File: src/rtl/mlc_pkg.sv
package mlc_pkg;

  // Count the ones in a phase vector (zero-extended to 32 bits).
  function automatic int unsigned ones_in(input logic [31:0] v);
    int unsigned n;
    n = 0;
    for (int i = 0; i < 32; i++) n += int'(v[i]);
    return n;
  endfunction

  // Next phase index in the rotation.
  function automatic int unsigned next_phase(input int unsigned cur, input int unsigned n_ph);
    return (cur + 1 >= n_ph) ? 0 : cur + 1;
  endfunction

  // Latch rule: set by start, held while below, cleared otherwise.
  function automatic logic latch_next(input logic cur, input logic start, input logic below);
    return (cur | start) & below;
  endfunction

endpackage

File: src/rtl/mlc_sync2.sv
module mlc_sync2 (
  input  logic clk,
  input  logic rst_n,
  input  logic d_async,
  output logic q_sync
);
  logic stage1;
  logic stage2;

  always_ff @(posedge clk or negedge rst_n) begin
    if (!rst_n) begin
      stage1 <= 1'b0;
      stage2 <= 1'b0;
    end else begin
      stage1 <= d_async;
      stage2 <= stage1;
    end
  end

  assign q_sync = stage2;
endmodule

File: src/rtl/mlc_slot_seq.sv
module mlc_slot_seq #(
  parameter int NUM_PHASES  = 5,
  parameter int SLOT_CYCLES = 4
) (
  input  logic                  clk,
  input  logic                  rst_n,
  output logic [NUM_PHASES-1:0] start_vec
);
  import mlc_pkg::*;

  localparam int CW = (SLOT_CYCLES > 1) ? $clog2(SLOT_CYCLES) : 1;
  localparam int PW = (NUM_PHASES > 1) ? $clog2(NUM_PHASES) : 1;
  localparam logic [CW-1:0] CYC_LAST = CW'(SLOT_CYCLES - 1);

  logic [CW-1:0] cyc_q;
  logic [PW-1:0] ph_q;
  logic          slot_end;

  assign slot_end = (cyc_q == CYC_LAST);

  always_ff @(posedge clk or negedge rst_n) begin
    if (!rst_n) begin
      cyc_q <= '0;
      ph_q  <= '0;
    end else if (slot_end) begin
      cyc_q <= '0;
      ph_q  <= PW'(next_phase(int'(ph_q), NUM_PHASES));
    end else begin
      cyc_q <= cyc_q + CW'(1);
    end
  end

  for (genvar i = 0; i < NUM_PHASES; i++) begin : g_start
    assign start_vec[i] = (cyc_q == '0) && (ph_q == PW'(i));
  end
endmodule

File: src/rtl/mlc_phase_latch.sv
module mlc_phase_latch (
  input  logic clk,
  input  logic rst_n,
  input  logic start,
  input  logic below,
  output logic gate
);
  import mlc_pkg::*;

  always_ff @(posedge clk or negedge rst_n) begin
    if (!rst_n) gate <= 1'b0;
    else        gate <= latch_next(gate, start, below);
  end
endmodule

File: src/rtl/multiphase_latch_ctrl.sv
module multiphase_latch_ctrl #(
  parameter int NUM_PHASES  = 5,
  parameter int SLOT_CYCLES = 4,
  localparam int CNT_W      = $clog2(NUM_PHASES + 1)
) (
  input  logic                  clk,
  input  logic                  rst_n,
  input  logic                  comp_below,
  output logic [NUM_PHASES-1:0] gate_en,
  output logic [CNT_W-1:0]      active_count
);
  import mlc_pkg::*;

  // Internal events brought out for the checker.
  logic [NUM_PHASES-1:0] start_vec;
  logic                  below_sync;

  mlc_sync2 u_sync (
    .clk    (clk),
    .rst_n  (rst_n),
    .d_async(comp_below),
    .q_sync (below_sync)
  );

  mlc_slot_seq #(
    .NUM_PHASES (NUM_PHASES),
    .SLOT_CYCLES(SLOT_CYCLES)
  ) u_seq (
    .clk      (clk),
    .rst_n    (rst_n),
    .start_vec(start_vec)
  );

  for (genvar i = 0; i < NUM_PHASES; i++) begin : g_phase
    mlc_phase_latch u_latch (
      .clk  (clk),
      .rst_n(rst_n),
      .start(start_vec[i]),
      .below(below_sync),
      .gate (gate_en[i])
    );
  end

  assign active_count = CNT_W'(ones_in(32'(gate_en)));
endmodule

File: config.mk
export PLATFORM = sky130hd
export DESIGN_NAME = multiphase_latch_ctrl
export DESIGN_NICKNAME = d
export VERILOG_FILES = /design/src/rtl/mlc_pkg.sv /design/src/rtl/mlc_sync2.sv /design/src/rtl/mlc_slot_seq.sv /design/src/rtl/mlc_phase_latch.sv /design/src/rtl/multiphase_latch_ctrl.sv
export SDC_FILE = /design/constraint.sdc
export NUM_CORES = 1
export LEC_CHECK = 0
export BUFFER_PORTS_ARGS = -buffer_cell sky130_fd_sc_hd__buf_4
export CORE_MARGIN = 3
export CORE_UTILIZATION = 45
export CTS_CLUSTER_DIAMETER = 150
export CTS_CLUSTER_SIZE = 14
export DETAILED_ROUTE_END_ITERATION = 12
export MAX_ROUTING_LAYER = met4
export PLACE_DENSITY = 0.69
export SYNTH_ARGS = -nofsm -noshare
export SYNTH_HDL_FRONTEND = slang
export SYNTH_SLANG_ARGS = --single-unit
File: constraint.sdc
create_clock -name clk -period 1.85 [get_ports clk]
set_clock_uncertainty 0.2 [all_clocks]
set_input_delay 0.37 -clock clk [delete_from_list [all_inputs] [get_ports clk]]
set_output_delay 0.37 -clock clk [all_outputs]
set_load 0.01 [all_outputs]
==> flow_summary.ini <==
[yosys]
syn_area_um2 = 621
ys_seq_area_frac = 0.484
synth-seq-cells = 12
syn_nets = 66
syn_area_per_cell_um2 = 11.7
syn_inst = 53
yosys_warnings = 0
synth_cell_types = 18

[floorplanning]
io-pin-count = 11
core_area_um2 = 1200
rows = 12
die_w_um = 43.1
die_height_um = 43.1
die_area_um2 = 1860
start_util = 0.517

[placement]
place_hpwl_um = 814
dpl_cell_area_um2 = 713
gp_congestion = 0.678
portBuffers = 10
dpl.cell_count = 75

[grt]
grt_max_degree = 13
gr-total-overflow = 0
grt_pass1_wl_um = 1730
grt_pass1_vias = 395
antenna_found_initial = 0
grt_usage = 0.135

[route]
wl_per_cell_um = 12.5
drc = 0
postRouteAntennaNets = 0
dr_total_vias = 415
wirelength_um = 1020
drt_iter0_markers = 2
viasPerCell = 5.12
drtPass1Iterations = 4

[sta]
rsz0062_at_grt = yes
setup_viol = 3
max_freq_ghz = 0.403
tightest_slew_ns = 0.234
final.setup.worst_slack_ns = -0.632
drv_slew = 0
slew-limit-headroom = 0.844
finalCriticalPeriod_ns = 2.48
period_share = 1.34
finalHoldViolCount = 0
hold_slack_ns = 0.155

[setup_path]
cpPeakStageDelay_ns = 0.51
cp_cell_sequence = fa_1 > fa_2 > ha_4 > buf_6
path_max_fanout = 2
cp_slowest_cell = fa_1
crit_family = adder cells
worstSetupEndpointType = primary output
critical_path_buf_inv_count = 1
crit_arrival_ns = 1.91
crit_required_ns = 1.28
start_kind = flop
crit_type = reg -> out

[job]
max_cap_violations = 0

[cells_and_area]
design_area_um2 = 774
layout_common_cells = 12 x dfrtp_1, 11 x buf_4, 7 x ha_1
final_common_cell = dfrtp_1
antenna_cells = 0
nNetsFinal = 82
area_growth_pct = 24.8
fillCellCount = 98
drive_above_1_share = 0.313
final_cells = 81

[power_and_ir_drop]
vdd_drop_max_v = 0.000367
p_leak_nw = 0.375
powerDensity_nw_per_um2 = 575
total_power_uw = 445

[cts]
clock-sinks = 12
cts_inserted_buffers = 3
clk-insertion-delay-late_ns = 0.26
path_clk_slew_ns = 0.07
cts_max_level = 1
cts_tree = done
cts_root_buf = clkbuf_4
ctsLongestPathBuffers = 2

[min_path]
hold_class = reg -> reg

[run_status]
outcome = finished with violations
violations = negative setup slack
## stage by stage
step	util	TNS (ns)	worst slack (ns)
2_1_floorplan	-	-0.521	-0.238
3_3_place_gp	0.594	-0.793	-0.320
3_5_place_dp	0.594	-0.910	-0.370
4_1_cts	0.630	-1.76	-0.654
5_1_grt	0.645	-1.89	-0.699
6_report	0.645	-1.70	-0.632
## power by group
part           switching (mW)  internal (mW)
sequential            0.00307          0.266
clock                  0.0761         0.0752
combinational          0.0105         0.0144
total                  0.0897          0.356
## cell usage after synthesis
library cell,count,area share
fa_1,2,0.065
inv_1,3,0.018
nand4b_1,1,0.014
a31oi_1,1,0.010
ha_1,8,0.16
nand3_1,1,0.0081
o21ai_1,1,0.0081
clkinv_1,2,0.012
nor3_2,1,0.016
nor2b_1,6,0.060
nor2_1,1,0.0060
dfrtp_1,12,0.48
buf_4,5,0.060
o32ai_1,1,0.014
nand2_1,1,0.0060
inv_2,1,0.0060
a21oi_1,5,0.040
o22ai_1,1,0.010
## path summary, 6_finish.rpt
kind | start | endpoint | slack [ns] | depth (start not counted)
max | g_phase[0].u_latch.gate | active_count[1] | -0.63 | 4
min reg2reg | u_sync.stage1 | u_sync.q_sync | 0.16 | 0
max in group asynchronous | rst_n | u_seq.ph_q[0] | 1.02 | 2
min in group asynchronous | rst_n | g_phase[4].u_latch.gate | 0.28 | 2
max reg2reg | u_seq.ph_q[0] | u_seq.ph_q[2] | 0.28 | 4
min | u_sync.stage1 | u_sync.q_sync | 0.16 | 0
## timing repair
action | CTS | global route
buffers inserted | 0 | 1
gates cloned | 0 | 0
gates resized for setup | 3 | 0
hold endpoints to repair | 12 | 1
hold buffers | 1 | 1
setup endpoints to repair | 3 | 3
## layer usage
layer,routed length (um),up-vias,GRT usage
met3,55,4,0.0381
met5,0,-,-
met1,430,199,0.145
met2,502,10,0.212
li1,-,202,-
met4,27,0,0.0904
## cells by family (layout without fill, tap and decap cells)
logic type                 Yosys count  count (layout)  synth area share
DFF                                 12              12             0.484
and+or+nand+nor                     11              11             0.111
buffers and inverters               11              25            0.0968
adders and majority gates           10              10             0.226
AOI/OAI and AO/OA                    9               9            0.0827
## worst register-to-register path, delay by kind of cell, from the launching register on
family                   cells  cell delay, ns
adder cells (fa/ha/maj)      2            0.54
flip-flops                   1            0.40
AND/OR/NAND/NOR              1            0.19
AO/OA/AOI/OAI                1            0.16
## final cells by class
| class | instances | area, um2 | share of cell area |
|---|---|---|---|
| Clock buffer | 3 | 22.5 | 0.0291 |
| Multi-Input combinational cell | 30 | 275 | 0.355 |
| Timing Repair Buffer | 16 | 136 | 0.176 |
| Inverter | 6 | 22.5 | 0.0291 |
| Tap cell | 14 | 17.5 | 0.0226 |
| Sequential cell | 12 | 300 | 0.388 |
## flip-flops by register name (all words and copies together), names as in the netlist
| signal | flops |
|---|---|
| u_seq.cyc_q | 2 |
| u_sync.stage1 | 1 |
| g_phase.u_latch.gate | 5 |
| u_seq.ph_q | 3 |
| u_sync.q_sync | 1 |
Note: power is estimated with default switching activity, not from simulation.
